**config.mk**
```make
export PLATFORM = sky130hd
export DESIGN_NAME = bclk_gen
export DESIGN_NICKNAME = d
export VERILOG_FILES = /design/src/rtl/bclk_gen_pkg.sv /design/src/rtl/bclk_sync.sv /design/src/rtl/bclk_period_meter.sv /design/src/rtl/bclk_divider.sv /design/src/rtl/bclk_gen.sv
export SDC_FILE = /design/constraint.sdc
export NUM_CORES = 1
export LEC_CHECK = 0
export ABC_AREA = 1
export CAP_MARGIN = 5
export CORE_MARGIN = 5
export CORE_UTILIZATION = 40
export DETAILED_ROUTE_END_ITERATION = 8
export GPL_TIMING_DRIVEN = 0
export PLACE_DENSITY_LB_ADDON = 0.25
export SKIP_LAST_GASP = 1
export SLEW_MARGIN = 20
export SYNTH_ARGS = -nofsm -noshare
export SYNTH_HDL_FRONTEND = slang
export SYNTH_HIERARCHICAL = 1
export SYNTH_SLANG_ARGS = --single-unit
```
**constraint.sdc**
```tcl
create_clock -name clk_i -period 5 [get_ports clk_i]
set_input_delay 1 -clock clk_i [delete_from_list [all_inputs] [get_ports clk_i]]
set_output_delay 1 -clock clk_i [all_outputs]
set_load 0.1 [all_outputs]
```
**src/rtl/bclk_gen_pkg.sv**
```systemverilog
`timescale 1ns/1ps
package bclk_gen_pkg;

    localparam int unsigned NUM_RATIOS = 10;
    localparam int unsigned CODE_W     = 4;
    localparam int unsigned RATIO_MAX  = 1152;

    typedef logic [CODE_W-1:0] rcode_t;
    localparam rcode_t CODE_NONE = 4'hF;

    typedef enum logic {
        FMT_I2S = 1'b0,
        FMT_LJ  = 1'b1
    } fmt_e;

    // master cycles per frame for a ratio code, 0 for an unused code
    function automatic int unsigned ratio_of(input rcode_t c);
        int unsigned r;
        if (c == 4'd8)      r = 1024;
        else if (c == 4'd9) r = 1152;
        else if (c > 4'd9)  r = 0;
        else                r = (c[0] ? 32'd96 : 32'd64) << c[3:1];
        return r;
    endfunction

    // map a measured period onto a ratio code
    function automatic rcode_t classify(input logic [15:0] n);
        rcode_t r;
        r = CODE_NONE;
        for (int i = 0; i < int'(NUM_RATIOS); i++) begin
            if (32'(n) == ratio_of(rcode_t'(i))) r = rcode_t'(i);
        end
        return r;
    endfunction

    // master cycles per bit-clock period
    function automatic int unsigned div_of(input rcode_t c, input fmt_e f);
        int unsigned d;
        if (c == 4'd9)       d = 16;                  // 1152 / 72
        else if (c > 4'd9)   d = 1;
        else if (c[0])       d = 32'd2 << c[3:1];     // 48 per frame
        else if (f == FMT_LJ) d = 32'd1 << c[3:1];    // 64 per frame
        else                 d = 32'd2 << c[3:1];     // 32 per frame
        return d;
    endfunction

endpackage

```
**src/rtl/bclk_sync.sv**
```systemverilog
`timescale 1ns/1ps
module bclk_sync #(
    parameter int STAGES = 2
) (
    input  logic clk_i,
    input  logic rst_ni,
    input  logic async_i,
    output logic edge_o,
    output logic rise_o
);
    localparam int LAST = STAGES;

    logic [LAST:0] chain_d, chain_q;

    always_comb begin
        chain_d    = chain_q;
        chain_d[0] = async_i;
        for (int i = 1; i <= LAST; i++) begin
            chain_d[i] = chain_q[i-1];
        end
    end

    always_ff @(posedge clk_i or negedge rst_ni) begin
        if (!rst_ni) chain_q <= '0;
        else         chain_q <= chain_d;
    end

    assign edge_o = chain_q[LAST-1] ^ chain_q[LAST];
    assign rise_o = chain_q[LAST-1] & ~chain_q[LAST];

endmodule

```
**src/rtl/bclk_period_meter.sv**
```systemverilog
`timescale 1ns/1ps
module bclk_period_meter
    import bclk_gen_pkg::*;
#(
    parameter int CNT_W = 11
) (
    input  logic   clk_i,
    input  logic   rst_ni,
    input  logic   rise_i,
    output logic   lock_next_o,
    output rcode_t code_next_o,
    output logic   locked_o,
    output rcode_t code_o
);
    localparam logic [CNT_W-1:0] CNT_LIMIT = CNT_W'(RATIO_MAX);

    typedef struct packed {
        logic [CNT_W-1:0] cnt;
        logic             seen;
        rcode_t           prev;
        logic             locked;
        rcode_t           code;
    } meter_st_t;

    meter_st_t st_d, st_q;
    rcode_t    meas;

    always_comb begin
        st_d = st_q;
        meas = classify(16'(st_q.cnt) + 16'd1);
        if (rise_i) begin
            st_d.cnt = '0;
            if (!st_q.seen) begin
                st_d.seen = 1'b1;
            end else if (meas == CODE_NONE) begin
                st_d.locked = 1'b0;
                st_d.prev   = CODE_NONE;
            end else begin
                st_d.locked = (meas == st_q.prev);
                st_d.prev   = meas;
            end
        end else if (st_q.cnt < CNT_LIMIT) begin
            st_d.cnt = st_q.cnt + 1'b1;
        end else begin
            st_d.locked = 1'b0;
            st_d.prev   = CODE_NONE;
        end
        st_d.code = st_d.locked ? st_d.prev : CODE_NONE;
    end

    always_ff @(posedge clk_i or negedge rst_ni) begin
        if (!rst_ni) begin
            st_q.cnt    <= '0;
            st_q.seen   <= 1'b0;
            st_q.prev   <= CODE_NONE;
            st_q.locked <= 1'b0;
            st_q.code   <= CODE_NONE;
        end else begin
            st_q <= st_d;
        end
    end

    assign lock_next_o = st_d.locked;
    assign code_next_o = st_d.code;
    assign locked_o    = st_q.locked;
    assign code_o      = st_q.code;

endmodule

```
**src/rtl/bclk_divider.sv**
```systemverilog
`timescale 1ns/1ps
module bclk_divider
    import bclk_gen_pkg::*;
#(
    parameter int DIV_W = 6
) (
    input  logic   clk_i,
    input  logic   rst_ni,
    input  logic   edge_i,
    input  logic   en_i,
    input  rcode_t code_i,
    input  fmt_e   fmt_i,
    output logic   bclk_o,
    output logic   rise_o,
    output logic   fall_o
);
    typedef struct packed {
        logic [DIV_W-1:0] phase;
        logic             lvl;
        logic             rise;
        logic             fall;
    } div_st_t;

    div_st_t          st_d, st_q;
    logic [DIV_W-1:0] div_v, half_v;

    always_comb begin
        div_v  = DIV_W'(div_of(code_i, fmt_i));
        half_v = div_v >> 1;
        st_d   = st_q;
        if (!en_i) begin
            st_d = '0;
        end else if (div_v == DIV_W'(1)) begin
            st_d.phase = '0;
            st_d.lvl   = 1'b1;
            st_d.rise  = 1'b1;
            st_d.fall  = 1'b1;
        end else if (edge_i) begin
            st_d.phase = DIV_W'(1);
            st_d.lvl   = 1'b0;
            st_d.rise  = 1'b0;
            st_d.fall  = 1'b1;
        end else begin
            st_d.fall  = (st_q.phase == '0);
            st_d.rise  = (st_q.phase == half_v);
            if (st_d.fall)      st_d.lvl = 1'b0;
            else if (st_d.rise) st_d.lvl = 1'b1;
            st_d.phase = (st_q.phase == div_v - 1'b1) ? '0 : st_q.phase + 1'b1;
        end
    end

    always_ff @(posedge clk_i or negedge rst_ni) begin
        if (!rst_ni) st_q <= '0;
        else         st_q <= st_d;
    end

    assign bclk_o = st_q.lvl;
    assign rise_o = st_q.rise;
    assign fall_o = st_q.fall;

endmodule

```
**src/rtl/bclk_gen.sv**
```systemverilog
`timescale 1ns/1ps
module bclk_gen
    import bclk_gen_pkg::*;
#(
    parameter int SYNC_STAGES = 2,
    parameter int CNT_W       = 11,
    parameter int DIV_W       = 6
) (
    input  logic       clk_i,
    input  logic       rst_ni,
    input  logic       frame_clk_i,
    input  logic       fmt_lj_i,
    output logic       bclk_o,
    output logic       bclk_rise_o,
    output logic       bclk_fall_o,
    output logic [3:0] ratio_code_o,
    output logic       locked_o
);
    logic   fr_edge, fr_rise, lock_next;
    rcode_t code_next, code_q;
    fmt_e   fmt;

    assign fmt = fmt_e'(fmt_lj_i);

    bclk_sync #(.STAGES(SYNC_STAGES)) u_sync (
        .clk_i   (clk_i),
        .rst_ni  (rst_ni),
        .async_i (frame_clk_i),
        .edge_o  (fr_edge),
        .rise_o  (fr_rise)
    );

    bclk_period_meter #(.CNT_W(CNT_W)) u_meter (
        .clk_i       (clk_i),
        .rst_ni      (rst_ni),
        .rise_i      (fr_rise),
        .lock_next_o (lock_next),
        .code_next_o (code_next),
        .locked_o    (locked_o),
        .code_o      (code_q)
    );

    bclk_divider #(.DIV_W(DIV_W)) u_div (
        .clk_i  (clk_i),
        .rst_ni (rst_ni),
        .edge_i (fr_edge),
        .en_i   (lock_next),
        .code_i (code_next),
        .fmt_i  (fmt),
        .bclk_o (bclk_o),
        .rise_o (bclk_rise_o),
        .fall_o (bclk_fall_o)
    );

    assign ratio_code_o = code_q;

endmodule

```
Yosys cells after proc, flatten, opt, wreduce, memory -nomap -nowiden:

Cells that the tools add are included.

* add/subtract/negate cells: 4
* multiply operators: 0
* divide/modulo/power cells: 0
* magnitude comparators: 2
* equality and inequality tests: 17
* shifts and indexed selects: 2
* muxes and demuxes: 27
* bitwise gates (word level): 3
* reductions and logical operators: 2

Operator list (number)
* $mux 4: 11
* $eq 16x10->1 const B: 2
* $eq 16x11->1 const B: 2
* $eq 16x7->1 const B: 2
* $eq 16x8->1 const B: 2
* $eq 16x9->1 const B: 2
* $mux 6: 5
* $mux 9: 3
* $mux 11: 2
* $mux 5: 4
* $add 11x1->12 const B: 1
* $add 11x1->11 const B: 1
* $lt 11x11->1 const B: 1
* $eq 4x4->1 const B: 2
* $add 6x1->6 const B: 1
* $eq 6x1->1 const B: 1
* $eq 6x5->1: 1
* $eq 6x6->1: 1
* $logic_not 6->1: 1
* $shl 1x3->6 const A: 1
* $shl 2x3->6 const A: 1
* $sub 6x1->6 const B: 1
* $ne 5x5->1 const B: 1
* $eq 4x4->1: 1
* 6 further kinds: 7

* bits in registers: 33
* latch bits: 0
* memory bits (writable): 0
* ROM bits: 0
* bits of input ports: 4
* output and inout port bits: 8
* memories: 0

Longest topological paths before layout:

* depth in word-level cells: 28
* gate-level depth with buffers: 33
* mapped depth without buffers: 32

Hierarchy:

The synthesis kept the hierarchy.

Modules (own cells, without submodules)
* bclk_period_meter: instances 1, cells an instance 216, area an instance 1571.5 sq um, sequential area each 535.5 sq um
* bclk_divider: instances 1, cells an instance 125, area an instance 857.1 sq um, sequential area each 225.2 sq um
* bclk_sync: instances 1, cells an instance 6, area an instance 95.1 sq um, sequential area each 75.1 sq um

Least setup slack after synthesis:

No wires, ideal clock.

* path type: register to register
* start point: register u_meter/st_q[10] (netlist bit)
* end point: register u_div/st_q[5] (netlist bit)
* library setup time: 0.121 ns
* arrival: 3.467 ns
* path slack: 1.413 ns
* stages on the path, launching flop included: 29
* cell sequence: dfrtp_1 -> ha_1 -> nand2_2 -> nand2_1 -> nand2_1 -> nor2_4 -> nand3_2 -> nor2_2 -> nand2_1 -> nand2_2 -> inv_2 -> nand3_2 -> nand2_1 -> nor2_1 -> nand4_2 -> nand2_2 -> nand3_1 -> buf_4 -> nor2_1 -> nand3_1 -> nand2_1 -> inv_1 -> ha_1 -> xor2_1 -> nand3_1 -> nor2_1 -> nand4_2 -> nand2_4 -> nor2_2

RTL lines
* from (decl): line bclk_period_meter.sv:25 `meter_st_t st_d, st_q;`
* from (signal assigned): line bclk_period_meter.sv:59 `st_q <= st_d;`
* to (signal assigned): line bclk_divider.sv:54 `else st_q <= st_d;`
* to (decl): line bclk_divider.sv:24 `div_st_t st_d, st_q;`

==> flow_summary.yaml <==
outcome:
  status: "finished clean"
floorplanning:
  initial_core_util_pct: 40.4
  rows: 29
  die_y_microns: 89.4
  fp.dieW_microns: 89.4
  core_region_area_sq_mm: 0.00624
  die_area_sq_mm: 0.00800
  ios: 12
synth:
  seq_area_frac_synth_pct: 33.1
  yosys_warnings: 6
  synth_top_family_by_area: "simple AND/OR/NAND/NOR gates"
  synth.avg_cell_area_sq_um: 7.27
  synth_compound_area_share_pct: 10.4
  syn_area_sq_mm: 0.00252
  synth_cell_type_count: 31
  synthMuxAreaShare_pct: 0
  synth-simple-area-share_pct: 39.9
  synth_xor_area_share_pct: 3.12
  synth_seq_cells: 33
  synthAdderAreaFrac_pct: 3.47
  syn_nets: 358
  syn_inst: 347
clock_network:
  root_buffer: "clkbuf_8"
  cts_setup_buffers: 0
  clock_sinks: 33
  cts_tree: "yes"
  path_clk_slew_ns: 0.07
  cts_resized: 0
  htree_levels: 2
  cts.path.max_buffers: 2
  cts_hold_buf: 0
  cts_made_buffers: 5
  clkLatencyLatePin_ns: 0.28
timing:
  final.setup.tns_ns: 0
  rsz0062_at_grt: "no"
  hold_viol: 0
  timing.slew.headroom_pct: 35.5
  min_period_ns: 4.15
  skew_ns: 0.00565
  fin_crit_sh_pct: 83.1
  setup_violations: 0
  max_freq_mhz: 241
  finalMaxSlewViolations: 0
  worstMarginPinSlew_ns: 0.964
grt:
  grt_pass1_vias: 2086
  met3_usage_pct: 2.30
  grt_max_degree: 26
  grt_overflow: 0
  grt_pass1_wl_mm: 9.25
  grt-busiest-layer: "met2"
  met2_usage_pct: 24.1
  antenna_found_initial: 0
  track_usage_pct: 14.8
  grt_use_met1_pct: 19.6
worst_setup_path:
  cp_slowest_cell: "dfrtp_1"
  start_kind: "register"
  setup.worst_path.class: "reg2reg"
  timing.rr.start: "u_meter/st_q[10]"
  crit_path_max_fanout: 6
  path_delay_family: "simple AND/OR/NAND/NOR gates"
  cp.required_ns: 5.17
  path_buf_inv: 4
  endpoint_kind: "register"
  rrSetupSlack_ns: 0.85
  cpPeakStageDelay_ns: 0.45
  r2r_end: "u_div/st_q[6]"
  arrival_ns: 4.32
  crit_top_cell: "nand2_1"
  worst-r2r-cell-count: 30
detailed_routing:
  routed_wl_mm: 5.25
  vias: 2161
  drtPass1Iterations: 4
  drc: 0
  avgRoutedWirePerCell_microns: 11.8
  ant_nets: 0
  drt-initial-drc-count: 84
  viasPerCell: 4.87
finish:
  final_cells: 444
  n_fill_cell: 642
  antenna_cells: 0
  nNetsFinal: 377
  syn2layout_area_growth_pct: 14.1
  multi_input_area_sq_mm: 0.00144
  final_util_pct: 46.1
  drive_gt1_share_pct: 23.4
  seq_area_sq_um: 836
placement:
  dp.cells: 436
  port_buffers: 11
  hpwl_mm: 4.14
  gp_congestion: 0.832
min_path:
  worstHoldPathType: "reg2reg"
  holdPathEnd: "u_sync/chain_q[1]"
  hold_depth: 0
  min_from: "u_sync/chain_q[0]"
job:
  drv_cap: 0
pwr:
  power.leakage_nw: 1.42
  power_density_mw_per_mm2: 317
  peakVddDrop_v: 0.000176
layout by cell type (no fill, tap or decap), types with 5 or more instances in the layout:
master and count:
a21oi_1 19, inv_1 43, nand3_1 29, nor2_4 6
buf_4 8, clkdlybuf4s50_1 10, nand3_2 9, clkbuf_8 5
xor2_1 8, nor2_2 13, ha_1 7, o21ai_0 9
dfrtp_1 25, o22ai_1 7, dfstp_2 8, nand2_2 18
nand2_1 87, nor2_1 22
worst max path at each step:
stage / from / end / slack (ns) / cells past startpoint
after floorplan: u_meter/st_q[10] / u_div/st_q[5] / 1.41 / 28
after global placement: u_meter/st_q[10] / u_div/st_q[5] / 0.97 / 32
after detailed placement: u_meter/st_q[10] / u_div/st_q[7] / 0.91 / 30
after CTS: u_meter/st_q[10] / u_div/st_q[7] / 0.88 / 30
after global routing: u_meter/st_q[10] / u_div/st_q[7] / 0.39 / 32
final: u_meter/st_q[10] / u_div/st_q[6] / 0.85 / 30
power breakdown:
group          switching [mW]  internal [mW]
registers              0.0290          0.300
logic                   0.196         0.0894
clock network          0.0996          0.198
sequential cells by signal, summed over array words and instances (netlist names):
register          flops
u_meter/st_q         16
u_div/st_q            6
u_meter/code_o        4
u_sync/chain_q        3
u_div/bclk_o          1
u_div/fall_o          1
u_div/rise_o          1
u_meter/locked_o      1
per-stage QoR:
stage / hold WS (ns) / total power [mW] / setup WS, ns / cell area [sq um]
3_3_place_gp: 0.333 / 0.614 / 0.972 / 2730
6_report: 0.354 / 0.912 / 0.847 / 2880
5_1_grt: 0.360 / 0.966 / 0.391 / 2880
3_5_place_dp: 0.346 / 0.619 / 0.908 / 2750
4_1_cts: 0.362 / 0.923 / 0.884 / 2880
2_1_floorplan: 0.331 / 0.556 / 1.41 / 2520
layout make-up:
| cell class | count | area share (%) |
|---|---|---|
| Timing Repair Buffer | 12 | 4.35 |
| Buffer | 10 | 2.39 |
| Clock inverter | 3 | 2.26 |
| Multi-Input combinational cell | 255 | 49.8 |
| Tap cell | 77 | 3.35 |
| Inverter | 49 | 6.39 |
| Clock buffer | 5 | 2.39 |
| Sequential cell | 33 | 29.0 |
synth_stat cells:
master,number,area share [%]
nand4_2,2,0.99
dfrtp_1,25,25
nand2_4,3,1.3
nand4_1,3,0.74
ha_1,7,3.5
o21ai_4,2,1.3
o21ai_0,9,1.8
xor2_1,8,2.8
nand2_2,18,4.5
dfstp_2,8,8.3
inv_1,43,6.4
a31oi_1,2,0.50
xnor2_1,1,0.35
nand2_1,87,13
clkinv_1,3,0.45
buf_2,1,0.20
a21oi_1,19,3.8
o21ai_2,1,0.35
nand3_1,29,5.8
inv_2,3,0.45
nor2_4,6,2.7
nor2_1,22,3.3
nor2_2,13,3.2
o22ai_1,7,1.7
clkbuf_1,1,0.15
buf_4,8,2.4
nor3b_1,1,0.30
nor3_1,3,0.59
a21oi_2,2,0.69
nand3_2,9,3.6
o21bai_1,1,0.30
cell families after synthesis:
family / after synthesis
buffers and inverters: 59
DFF: 33
adders and majority gates: 7
and+or+nand+nor: 196
AOI/OAI and AO/OA: 43
xor gates and xnor gates: 9
layer usage:
metal	share of wire [%]	wire length (microns)
met5	0	0
met3	2.1	109
met4	0.63	33
met1	49	2590
met2	48	2510
Power figures use the tool's default switching activity.
